$ cat config.mk
export PLATFORM = sky130hd
export DESIGN_NAME = mwrf_top
export DESIGN_NICKNAME = d
export VERILOG_FILES = /design/src/rtl/mwrf_pkg.sv /design/src/rtl/mwrf_array.sv /design/src/rtl/mwrf_wr_sel.sv /design/src/rtl/mwrf_pend_q.sv /design/src/rtl/mwrf_top.sv
export SDC_FILE = /design/constraint.sdc
export NUM_CORES = 1
export LEC_CHECK = 0
export CORE_MARGIN = 3
export CORE_UTILIZATION = 45
export CTS_BUF_LIST = sky130_fd_sc_hd__clkbuf_8
export CTS_CLUSTER_DIAMETER = 40
export CTS_CLUSTER_SIZE = 14
export DETAILED_ROUTE_END_ITERATION = 8
export PLACE_DENSITY_LB_ADDON = 0.25
export SYNTH_ARGS = -nofsm -noshare
export SYNTH_HDL_FRONTEND = slang
export SYNTH_HIERARCHICAL = 1
export SYNTH_SLANG_ARGS = --single-unit
$ cat constraint.sdc
create_clock -name clk -period 5.16 [get_ports clk]
set_input_delay 1.032 -clock clk [delete_from_list [all_inputs] [get_ports clk]]
set_output_delay 1.032 -clock clk [all_outputs]
set_load 0.05 [all_outputs]
$ cat src/rtl/mwrf_pkg.sv
package mwrf_pkg;

  // Source of the single array write in a cycle
  typedef enum logic [1:0] {
    SRC_NONE   = 2'd0,
    SRC_WRITER = 2'd1,
    SRC_QUEUE  = 2'd2
  } mwrf_src_e;

endpackage

$ cat src/rtl/mwrf_array.sv
module mwrf_array #(
  parameter int IDX_W  = 4,
  parameter int DATA_W = 8,
  parameter int NUM_RD = 2
) (
  input  logic                     clk,
  input  logic                     we,
  input  logic [IDX_W-1:0]         waddr,
  input  logic [DATA_W-1:0]        wdata,
  input  logic [NUM_RD*IDX_W-1:0]  raddr,
  output logic [NUM_RD*DATA_W-1:0] rdata
);

  localparam int ENTRIES = 1 << IDX_W;

  logic [DATA_W-1:0] mem [ENTRIES];

  // Single write port, no reset on storage
  always_ff @(posedge clk) begin
    if (we) mem[waddr] <= wdata;
  end

  for (genvar p = 0; p < NUM_RD; p++) begin : g_rd
    assign rdata[p*DATA_W +: DATA_W] = mem[raddr[p*IDX_W +: IDX_W]];
  end

endmodule

$ cat src/rtl/mwrf_wr_sel.sv
module mwrf_wr_sel #(
  parameter int NUM_WR = 3,
  parameter int IDX_W  = 4,
  parameter int DATA_W = 8,
  localparam int ENQ_N  = NUM_WR - 1,
  localparam int ENQ_CW = $clog2(NUM_WR)
) (
  input  logic [NUM_WR-1:0]        wr_vld,
  input  logic [NUM_WR*IDX_W-1:0]  wr_idx,
  input  logic [NUM_WR*DATA_W-1:0] wr_data,
  output logic                     dir_vld,
  output logic [IDX_W-1:0]         dir_idx,
  output logic [DATA_W-1:0]        dir_data,
  output logic [ENQ_CW-1:0]        enq_cnt,
  output logic [ENQ_N*IDX_W-1:0]   enq_idx,
  output logic [ENQ_N*DATA_W-1:0]  enq_data
);

  logic [IDX_W-1:0]  enq_idx_a  [ENQ_N];
  logic [DATA_W-1:0] enq_data_a [ENQ_N];

  // Lowest active writer goes direct; the rest are packed in ascending order
  always_comb begin
    int n;
    n        = 0;
    dir_vld  = 1'b0;
    dir_idx  = '0;
    dir_data = '0;
    for (int j = 0; j < ENQ_N; j++) begin
      enq_idx_a[j]  = '0;
      enq_data_a[j] = '0;
    end
    for (int w = 0; w < NUM_WR; w++) begin
      if (wr_vld[w]) begin
        if (!dir_vld) begin
          dir_vld  = 1'b1;
          dir_idx  = wr_idx[w*IDX_W +: IDX_W];
          dir_data = wr_data[w*DATA_W +: DATA_W];
        end else begin
          if (n < ENQ_N) begin
            enq_idx_a[n]  = wr_idx[w*IDX_W +: IDX_W];
            enq_data_a[n] = wr_data[w*DATA_W +: DATA_W];
          end
          n++;
        end
      end
    end
    enq_cnt = ENQ_CW'(n);
  end

  for (genvar j = 0; j < ENQ_N; j++) begin : g_pack
    assign enq_idx[j*IDX_W +: IDX_W]    = enq_idx_a[j];
    assign enq_data[j*DATA_W +: DATA_W] = enq_data_a[j];
  end

endmodule

$ cat src/rtl/mwrf_pend_q.sv
module mwrf_pend_q #(
  parameter int NUM_WR  = 3,
  parameter int NUM_RD  = 2,
  parameter int IDX_W   = 4,
  parameter int DATA_W  = 8,
  parameter int Q_DEPTH = 8,
  localparam int ENQ_N  = NUM_WR - 1,
  localparam int ENQ_CW = $clog2(NUM_WR),
  localparam int PTR_W  = $clog2(Q_DEPTH),
  localparam int CNT_W  = PTR_W + 1
) (
  input  logic                     clk,
  input  logic                     rst,
  input  logic                     kill_vld,
  input  logic [IDX_W-1:0]         kill_idx,
  input  logic [ENQ_CW-1:0]        enq_cnt,
  input  logic [ENQ_N*IDX_W-1:0]   enq_idx,
  input  logic [ENQ_N*DATA_W-1:0]  enq_data,
  input  logic                     pop,
  output logic [CNT_W-1:0]         count,
  output logic                     head_vld,
  output logic [IDX_W-1:0]         head_idx,
  output logic [DATA_W-1:0]        head_data,
  input  logic [NUM_RD*IDX_W-1:0]  rd_idx,
  output logic [NUM_RD-1:0]        fwd_hit,
  output logic [NUM_RD*DATA_W-1:0] fwd_data
);

  logic              slot_vld  [Q_DEPTH];
  logic [IDX_W-1:0]  slot_idx  [Q_DEPTH];
  logic [DATA_W-1:0] slot_data [Q_DEPTH];
  logic [PTR_W-1:0]  head;
  logic [PTR_W-1:0]  wr_slot   [ENQ_N];

  always_comb begin
    for (int j = 0; j < ENQ_N; j++)
      wr_slot[j] = PTR_W'(int'(head) + int'(count) + j);
  end

  // Live flags: reset clears, a direct write kills stale entries, append sets
  always_ff @(posedge clk) begin
    if (rst) begin
      for (int s = 0; s < Q_DEPTH; s++) slot_vld[s] <= 1'b0;
    end else begin
      if (kill_vld) begin
        for (int s = 0; s < Q_DEPTH; s++)
          if (slot_idx[s] == kill_idx) slot_vld[s] <= 1'b0;
      end
      for (int j = 0; j < ENQ_N; j++)
        if (j < int'(enq_cnt)) slot_vld[wr_slot[j]] <= 1'b1;
    end
  end

  // Payload storage, no reset
  always_ff @(posedge clk) begin
    for (int j = 0; j < ENQ_N; j++) begin
      if (j < int'(enq_cnt)) begin
        slot_idx[wr_slot[j]]  <= enq_idx[j*IDX_W +: IDX_W];
        slot_data[wr_slot[j]] <= enq_data[j*DATA_W +: DATA_W];
      end
    end
  end

  always_ff @(posedge clk) begin
    if (rst) begin
      head  <= '0;
      count <= '0;
    end else begin
      if (pop) head <= head + PTR_W'(1);
      count <= count + CNT_W'(enq_cnt) - CNT_W'(pop);
    end
  end

  assign head_vld  = slot_vld[head];
  assign head_idx  = slot_idx[head];
  assign head_data = slot_data[head];

  // Youngest live entry per read index wins (scan oldest to youngest)
  always_comb begin
    for (int p = 0; p < NUM_RD; p++) begin
      fwd_hit[p] = 1'b0;
      fwd_data[p*DATA_W +: DATA_W] = '0;
      for (int k = 0; k < Q_DEPTH; k++) begin
        if (CNT_W'(k) < count
            && slot_vld[PTR_W'(int'(head) + k)]
            && slot_idx[PTR_W'(int'(head) + k)] == rd_idx[p*IDX_W +: IDX_W]) begin
          fwd_hit[p] = 1'b1;
          fwd_data[p*DATA_W +: DATA_W] = slot_data[PTR_W'(int'(head) + k)];
        end
      end
    end
  end

  // occupancy never exceeds the depth
  a_r6_no_overflow: assert property (@(posedge clk) disable iff (rst)
    count <= CNT_W'(Q_DEPTH));

  // a drain only happens on a non-empty queue
  a_r3_pop_nonempty: assert property (@(posedge clk) disable iff (rst)
    pop |-> count != '0);

  // an append never goes past the free slots
  a_r6_room_for_enq: assert property (@(posedge clk) disable iff (rst)
    (enq_cnt != '0) |-> (int'(count) + int'(enq_cnt) <= Q_DEPTH));

endmodule

$ cat src/rtl/mwrf_top.sv
module mwrf_top #(
  parameter int NUM_WR  = 3,
  parameter int NUM_RD  = 2,
  parameter int IDX_W   = 4,
  parameter int DATA_W  = 8,
  parameter int Q_DEPTH = 8
) (
  input  logic                     clk,
  input  logic                     rst,
  input  logic [NUM_WR-1:0]        wr_vld,
  input  logic [NUM_WR*IDX_W-1:0]  wr_idx,
  input  logic [NUM_WR*DATA_W-1:0] wr_data,
  output logic                     wr_ready,
  input  logic [NUM_RD*IDX_W-1:0]  rd_idx,
  output logic [NUM_RD*DATA_W-1:0] rd_data
);
  import mwrf_pkg::*;

  localparam int ENQ_N  = NUM_WR - 1;
  localparam int ENQ_CW = $clog2(NUM_WR);
  localparam int CNT_W  = $clog2(Q_DEPTH) + 1;
  localparam int READY_MAX = Q_DEPTH - ENQ_N;

  logic [NUM_WR-1:0]        acc_vld;
  logic                     dir_vld;
  logic [IDX_W-1:0]         dir_idx;
  logic [DATA_W-1:0]        dir_data;
  logic [ENQ_CW-1:0]        enq_cnt;
  logic [ENQ_N*IDX_W-1:0]   enq_idx;
  logic [ENQ_N*DATA_W-1:0]  enq_data;
  logic [CNT_W-1:0]         count;
  logic                     head_vld;
  logic [IDX_W-1:0]         head_idx;
  logic [DATA_W-1:0]        head_data;
  logic                     pop;
  logic [NUM_RD-1:0]        fwd_hit;
  logic [NUM_RD*DATA_W-1:0] fwd_data;
  logic [NUM_RD*DATA_W-1:0] arr_data;
  mwrf_src_e                src;
  logic                     arr_we;
  logic [IDX_W-1:0]         arr_waddr;
  logic [DATA_W-1:0]        arr_wdata;

  assign wr_ready = (count <= CNT_W'(READY_MAX));
  assign acc_vld  = wr_vld & {NUM_WR{wr_ready}};
  assign pop      = (acc_vld == '0) && (count != '0);

  mwrf_wr_sel #(
    .NUM_WR(NUM_WR), .IDX_W(IDX_W), .DATA_W(DATA_W)
  ) u_sel (
    .wr_vld  (acc_vld),
    .wr_idx  (wr_idx),
    .wr_data (wr_data),
    .dir_vld (dir_vld),
    .dir_idx (dir_idx),
    .dir_data(dir_data),
    .enq_cnt (enq_cnt),
    .enq_idx (enq_idx),
    .enq_data(enq_data)
  );

  mwrf_pend_q #(
    .NUM_WR(NUM_WR), .NUM_RD(NUM_RD), .IDX_W(IDX_W),
    .DATA_W(DATA_W), .Q_DEPTH(Q_DEPTH)
  ) u_q (
    .clk      (clk),
    .rst      (rst),
    .kill_vld (dir_vld),
    .kill_idx (dir_idx),
    .enq_cnt  (enq_cnt),
    .enq_idx  (enq_idx),
    .enq_data (enq_data),
    .pop      (pop),
    .count    (count),
    .head_vld (head_vld),
    .head_idx (head_idx),
    .head_data(head_data),
    .rd_idx   (rd_idx),
    .fwd_hit  (fwd_hit),
    .fwd_data (fwd_data)
  );

  always_comb begin
    if (dir_vld)               src = SRC_WRITER;
    else if (pop && head_vld)  src = SRC_QUEUE;
    else                       src = SRC_NONE;
  end

  always_comb begin
    arr_we    = 1'b0;
    arr_waddr = '0;
    arr_wdata = '0;
    unique case (src)
      SRC_WRITER: begin arr_we = 1'b1; arr_waddr = dir_idx;  arr_wdata = dir_data;  end
      SRC_QUEUE:  begin arr_we = 1'b1; arr_waddr = head_idx; arr_wdata = head_data; end
      default:    ;
    endcase
  end

  mwrf_array #(
    .IDX_W(IDX_W), .DATA_W(DATA_W), .NUM_RD(NUM_RD)
  ) u_arr (
    .clk  (clk),
    .we   (arr_we),
    .waddr(arr_waddr),
    .wdata(arr_wdata),
    .raddr(rd_idx),
    .rdata(arr_data)
  );

  for (genvar p = 0; p < NUM_RD; p++) begin : g_rmux
    assign rd_data[p*DATA_W +: DATA_W] = fwd_hit[p] ? fwd_data[p*DATA_W +: DATA_W]
                                                    : arr_data[p*DATA_W +: DATA_W];
  end

  // a lone accepted writer leaves the queue occupancy unchanged
  a_r1_lone_write_no_enq: assert property (@(posedge clk) disable iff (rst)
    ($countones(acc_vld) == 1) |=> count == $past(count));

  // k accepted writers grow the queue by k-1
  a_r2_burst_grows_queue: assert property (@(posedge clk) disable iff (rst)
    ($countones(acc_vld) > 1)
      |=> int'(count) == int'($past(count)) + $countones($past(acc_vld)) - 1);

  // an idle cycle with pending work drains exactly one entry
  a_r3_idle_drains_one: assert property (@(posedge clk) disable iff (rst)
    (acc_vld == '0 && count != '0) |=> int'(count) == int'($past(count)) - 1);

  // while not ready the queue cannot grow
  a_r6_not_ready_no_growth: assert property (@(posedge clk) disable iff (rst)
    !wr_ready |=> count <= $past(count));

  // the direct path and a drain never share a cycle
  a_r1_one_array_write: assert property (@(posedge clk) disable iff (rst)
    !(dir_vld && pop));

endmodule

# Word-level counts from Yosys, hierarchy flattened
# Memory sizes are Yosys's and may differ from the RTL's. A register that Yosys moved wholly into a read port is not among the register bits.
# Index checks and enable logic that the tools add are counted.
[classes] n_addsub=13 n_lt_le_gt_ge=14 eq_ne=26 muxes=130 bitwise_logic=10 n_reduce_logical=30
[op_table] operator="2-to-1 mux 8 bit" n=29
[op_table] operator="== test 4 bit" n=24
[op_table] operator="2-to-1 mux 16 bit" n=5
[op_table] operator="2-to-1 mux 1 bit" n=74
[op_table] operator="greater-or-equal comparator 32 x 2 -> 1 bit, second input constant" n=1
[op_table] operator="< comparator 32 x 1 -> 1 bit, second input constant" n=1
[op_table] operator="NOT 1 -> 32 bit" n=1
[op_table] operator="logical AND 1 bit" n=27
[op_table] operator="2-to-1 mux 4 bit" n=6
[op_table] operator="2-to-1 mux 3 bit" n=6
[op_table] operator="bitwise mux 16 bit" n=1
[op_table] operator="< comparator 3 x 4 -> 1 bit, first input constant" n=4
[op_table] operator="one-hot mux 8 bit (2 select lines)" n=1
[op_table] operator="adder 3 bit, second input constant" n=4
[op_table] operator="adder 3 x 2 -> 3 bit, second input constant" n=3
[op_table] operator="bitwise mux 8 bit" n=1
[op_table] operator="demux 8 bit (select 1 bit)" n=1
[op_table] operator="< comparator 1 x 4 -> 1 bit, first input constant" n=2
[op_table] operator="< comparator 2 x 4 -> 1 bit, first input constant" n=2
[op_table] operator="2-to-1 mux 2 bit" n=4
[op_table] operator="bitwise OR 1 bit" n=8
[op_table] operator="one-hot mux 4 bit (2 select lines)" n=1
[op_table] operator="adder 3 x 1 -> 3 bit, second input constant" n=2
[op_table] operator="adder 4 x 2 -> 4 bit" n=1
[op_table] operator="13 further kinds" n=14
[totals] ff_bits=7 ram_bits=232 inputBits=49 out_inout_bits=17 elab_cells=229 mem_count=4
[mem_list] memory="u_arr.mem" words=16 word_bits=8 read_ports=2 rd_clocked_by_memory_dff=0 wr=1 line_no="mwrf_array.sv:16" source="logic [DATA_W-1:0] mem [ENTRIES];"
[mem_list] memory="u_q.slot_data" words=8 word_bits=8 read_ports=8 rd_clocked_by_memory_dff=1 wr=2 line_no="mwrf_pend_q.sv:31" source="logic [DATA_W-1:0] slot_data [Q_DEPTH];"
[mem_list] memory="u_q.slot_idx" words=8 word_bits=4 read_ports=16 rd_clocked_by_memory_dff=1 wr=2 line_no="mwrf_pend_q.sv:30" source="logic [IDX_W-1:0] slot_idx [Q_DEPTH];"
[mem_list] memory="u_q.slot_vld" words=8 word_bits=1 read_ports=8 rd_clocked_by_memory_dff=1 wr=10 line_no="mwrf_pend_q.sv:29" source="logic slot_vld [Q_DEPTH];"

# Logic depth before layout (Yosys ltp)
[logic_depth] depth_word=14 ltp_mapped=19 mapped_depth_nobuf=12

# Modules after synthesis
# The synthesis kept the hierarchy.
[by_module_without_submodules] mod="mwrf_pend_q" instances=1 cells_per_inst=1056 area_per_inst_um2=12423.2 seq_area_each_um2=3243.1
[by_module_without_submodules] mod="mwrf_array" instances=1 cells_per_inst=291 area_per_inst_um2=6024.5 seq_area_each_um2=3843.7
[by_module_without_submodules] mod="mwrf_wr_sel" instances=1 cells_per_inst=94 area_per_inst_um2=755.7 seq_area_each_um2=0.0
[by_module_without_submodules] mod="mwrf_top" instances=1 cells_per_inst=73 area_per_inst_um2=546.8 seq_area_each_um2=0.0

# Least setup slack after synthesis
# OpenSTA, ideal clock, no wires.
[synth_path] path_type="register to output" start="register u_q.head[0]" end="output rd_data[10]" arrival_time_ps=4151 required_time_ps=4128 setup_slack_ps=-23 stages_incl_launch_ff=19 n_path_buf=8 cell_sequence="dfxtp_1 -> buf_6 -> buf_12 -> buf_12 -> clkinv_1 -> ha_1 -> buf_4 -> buf_4 -> buf_4 -> mux4_2 -> mux2i_2 -> xnor2_1 -> nor4_2 -> nand2_1 -> and2_0 -> clkbuf_1 -> nand4_1 -> clkbuf_1 -> mux2_2"
[synth_via] elab_chain_len=12 word_cells_on_any_way=46 cone_classes="7 x add/sub; 7 x eq/ne; 15 x mux; 14 x reduce/logical; 3 x memory"
[synth_lines] element="start, declared" line_no="mwrf_pend_q.sv:32" source="logic [PTR_W-1:0] head;"
[synth_lines] element="start signal, assigned" line_no="mwrf_pend_q.sv:69" source="if (pop) head <= head + PTR_W'(1);"
[synth_lines] element="adder 3 x 1 -> 3 bit" line_no="mwrf_pend_q.sv:85, mwrf_pend_q.sv:86"
[synth_lines] element="memory read (8 x 4 bit) or memory read (8 x 1 bit) (tied branches)"
[synth_lines] element="== test 4 bit or logical AND 1 bit (tied branches)"
[synth_lines] element="logical AND 1 bit" line_no="mwrf_pend_q.sv:86" source="&& slot_idx[PTR_W'(int'(head) + k)] == rd_idx[p*IDX_W +: IDX_W]) begin"
[synth_lines] element="2-to-1 mux 1 bit (6 in a row)" line_no="mwrf_pend_q.sv:84" source="if (CNT_W'(k) < count"
[synth_lines] element="2-to-1 mux 1 bit (*)" line_no="mwrf_pend_q.sv:84"
[synth_lines] element="net fwd_hit[1]" line_no="mwrf_top.sv:36" source="logic [NUM_RD-1:0] fwd_hit;"
[synth_lines] element="2-to-1 mux 8 bit (*)" line_no="mwrf_top.sv:112" source="assign rd_data[p*DATA_W +: DATA_W] = fwd_hit[p] ? fwd_data[p*DATA_W +: DATA_W]"
[synth_lines] element="end, declared" line_no="mwrf_top.sv:15" source="output logic [NUM_RD*DATA_W-1:0] rd_data"
# The timed path passes the listed nets; every way through them passes the cells marked *.

# Worst setup path after layout
[layout_path] start="register u_q.head[0]" end="output rd_data[9]"
[layout_via] elab_chain_len=12 word_cells_on_any_way=46 cone_classes="7 x add/sub; 7 x eq/ne; 15 x mux; 14 x reduce/logical; 3 x memory"
[layout_lines] element="adder 3 x 1 -> 3 bit" line_no="mwrf_pend_q.sv:85, mwrf_pend_q.sv:86, mwrf_pend_q.sv:88"
[layout_lines] element="memory read (8 x 4 bit) or memory read (8 x 1 bit) (tied branches)"
[layout_lines] element="== test 4 bit or logical AND 1 bit (tied branches)"
[layout_lines] element="logical AND 1 bit" line_no="mwrf_pend_q.sv:86"
[layout_lines] element="2-to-1 mux 8 bit (6 in a row)" line_no="mwrf_pend_q.sv:84"
[layout_lines] element="2-to-1 mux 8 bit (*)" line_no="mwrf_pend_q.sv:84"
[layout_lines] element="net fwd_data[9]" line_no="mwrf_top.sv:37" source="logic [NUM_RD*DATA_W-1:0] fwd_data;"
[layout_lines] element="2-to-1 mux 8 bit (*)" line_no="mwrf_top.sv:112"
# Marks and branches as above.

==> results.txt <==
outcome: finished, final reports clean
FFs w/ async S/R, synth: 0%
first-pass GRT wire length: 89.3 mm
final worst path period share: 98.3%
share of the synthesized area in the top cell type: 34.1%
hold endpoint: u_q/slot_vld[4]
hold path startpoint: u_q/slot_vld[4]
Setup CP Type: reg2out
cts bufs inserted: 37
most numerous cell in the Yosys netlist: edfxtp_1
worst ir drop on vdd: 0.253 mV
ys flop type: edfxtp_1
crit end category: output port
synth-to-layout area growth: 14.2%
clk_lat worst skew: 630 ps
deepest clock path buffer count: 3
main area contributors after synthesis: edfxtp_1, mux4_2, mux2_2
largest net degree at the start of global routing: 60
# nets final: 1691
Final Max Slew Viols: 0
final instance area: 22600 um^2
std cell rows: 76
DR vias/cell: 6.47
CTS tree: yes
sequential element share of the synthesized area: 35.9%
Placed Instances: 2148
DRT iter0 DRCs: 1424
total power: 9660 uW
area leader, netlist: edfxtp_1
hold-critical path depth: 2
initial antenna violation count: 1
Cell Count, Final, Fillers Out: 2239
clock root cell: clkbuf_8
Post-Route WL: 59.8 mm
htree depth: 2
maxcap violations: 0
gp weighted congestion: 0.968
maximum fanout along the worst path: 7
CP Launch Type: flip-flop
flop-to-flop setup slack: 1090 ps
Buffers on Ports: 65
number of synthesized flops with an enable pin: 224
final worst path period need: 5070 ps
Yosys reg bits: 242
Final Hold Viols: 0
synthesized area: 19800 um^2
max incr delay on CP: 540 ps
diode count: 0
vias in the first global route: 14200
r2r endpoint: u_arr/mem[0][5]
DP HPWL: 44.1 mm
syn_nets: 1579
Die Y: 215 um
WP data arrival: 4040 ps
Fmax: 0.197 GHz
hold_buf cts: 0
worst r2r src: u_q/count[0]
relative slew slack: 39.5%
clk sinks: 242
syn avg cell area: 13.0 um^2
Die W: 215 um
Clock transition at path regs: 60 ps
synth unique cells: 94
Hold WS: 616 ps
cell mode on critical path: buf_4
Ports: 66
placed inst area: 21300 um^2
DR pass1 iterations: 6
Final ANT Viol Nets: 0
Post-Route Utilization: 52.2%
Mapped Cells: 1514
die area: 46400 um^2
Setup Skew: 72.9 ps
Initial Util: 45.7%
gr ovfl total: 0
worst-margin pin slew: 908 ps
DR DRC count: 0
Worst EP required: 4130 ps
CP cell instances: inv_4 > ha_4 > buf_4 > mux2i_1 > mux4_2 > xor2_1 > and4_1 > nand3_2 > o22ai_2 > o211ai_1 > a221oi_2 > mux2_2 > buf_4
overall routing resource usage: 25.2%
fraction of layout cells with a size suffix above 1: 36.0%
Setup crit start: u_q/head[0]
Reg2Reg Depth: 12
Routed wire per std cell: 26.7 um
commonest cells in the netlist: edfxtp_1, mux4_2, mux2_2
Leakage: 0.00777 uW
worst hold path class: reg2reg
synthesis warning total: 6
final setup violation count: 0
core area: 43200 um^2
slowest CP cell: mux4_2
vias: 14500
power per cell area: 428 nW/um^2
[cell usage in the layout (no fill, tap or decap), types with 9 or more instances in the layout]
cell / synthesis / final
edfxtp_1: 224 / 224
mux4_2: 152 / 152
mux2_2: 134 / 130
buf_4: 21 / 120
nand2_1: 104 / 103
mux2i_1: 108 / 102
nor2_1: 59 / 59
xnor2_1: 48 / 48
xor2_1: 49 / 48
clkdlybuf4s50_1: 0 / 45
a22oi_1: 45 / 45
inv_1: 38 / 39
clkbuf_8: 0 / 37
mux4_1: 33 / 33
nand3_1: 31 / 29
and2_1: 26 / 26
nor3_1: 24 / 21
a21oi_1: 21 / 20
nand3b_1: 17 / 17
and3_1: 17 / 17
o21ai_0: 20 / 16
mux2_4: 10 / 14
o211ai_1: 14 / 14
nand4_1: 13 / 13
ha_1: 14 / 13
dfxtp_1: 18 / 13
buf_12: 3 / 12
a2bb2oi_1: 12 / 12
a221oi_2: 6 / 10
o31ai_2: 8 / 9
nor2b_1: 9 / 9
nand2b_1: 9 / 9
[through the flow]
stage / setup TNS (ps) / worst slack (ps)
final: 0 / 85.3
after global routing: -79.2 / -22.0
after CTS: 0 / 0.285
after detailed placement: 0 / 283
after global placement: 0 / 305
after floorplan: 0 / 92.1
[cells by family after synthesis]
group           Yosys count  share of synthesized area, %
flops                   242                          35.9
simple gates            345                          9.07
xor+xnor                103                          4.91
fa+ha+maj                16                          1.09
buf+inv                 158                          4.59
mux                     445                          36.2
compound gates          205                          8.25
[worst max-delay path: cells and delay by family, from the launching register on]
family,cells,cell delay (ps)
buffers and inverters,3,410
XOR/XNOR,1,290
flip-flops,1,390
AO/OA/AOI/OAI,3,680
adder cells (fa/ha/maj),1,270
AND/OR/NAND/NOR,2,500
multiplexers,3,930
[sequential cells by signal (all words and copies together) (netlist names), named ones only]
| name | flops |
|---|---|
| u_q/count | 4 |
| u_arr/mem | 128 |
| u_q/slot_data | 64 |
| u_q/slot_vld | 8 |
| u_q/head | 3 |
| u_q/slot_idx | 32 |
[how the worst max path moves through the flow]
stage / to / depth (start not counted) / slack (ps)
3_5_place_dp: rd_data[12] / 10 / 280
3_3_place_gp: rd_data[12] / 11 / 310
5_1_grt: rd_data[5] / 14 / -20
4_1_cts: rd_data[2] / 14 / 0.3
2_1_floorplan: rd_data[10] / 18 / 90
6_report: rd_data[9] / 13 / 90
[layer usage]
layer | track usage [%] | vias up | part of all wire, %
li1 | - | 6299 | -
met1 | 34.0 | 7332 | 40
met2 | 40.9 | 731 | 48
met3 | 4.90 | 122 | 8.2
met4 | 8.97 | 2 | 3.3
met5 | 0 | - | 0.022
[report_power, final]
group / switching [uW] / total [uW] / internal [uW]
clock: 889 / 1720 / 833
combinational: 2750 / 5000 / 2250
sequential: 308 / 2940 / 2640
total: 3940 / 9660 / 5720
[layout make-up]
cell class	instances	area, um^2
clock buffer	37	509
clock inverter	30	287
fill	3740	20600
inverter	40	153
multi-input combinational	1115	12000
sequential	242	7100
tap	585	732
timing repair buffer	190	1780
[timing repair]
action,CTS,global route
setup buffers,8,12
cloned,1,3
pin swaps,5,11
gates resized for setup,26,36
setup endpoints to repair,16,16
Note: power is estimated with default switching activity, not from simulation.
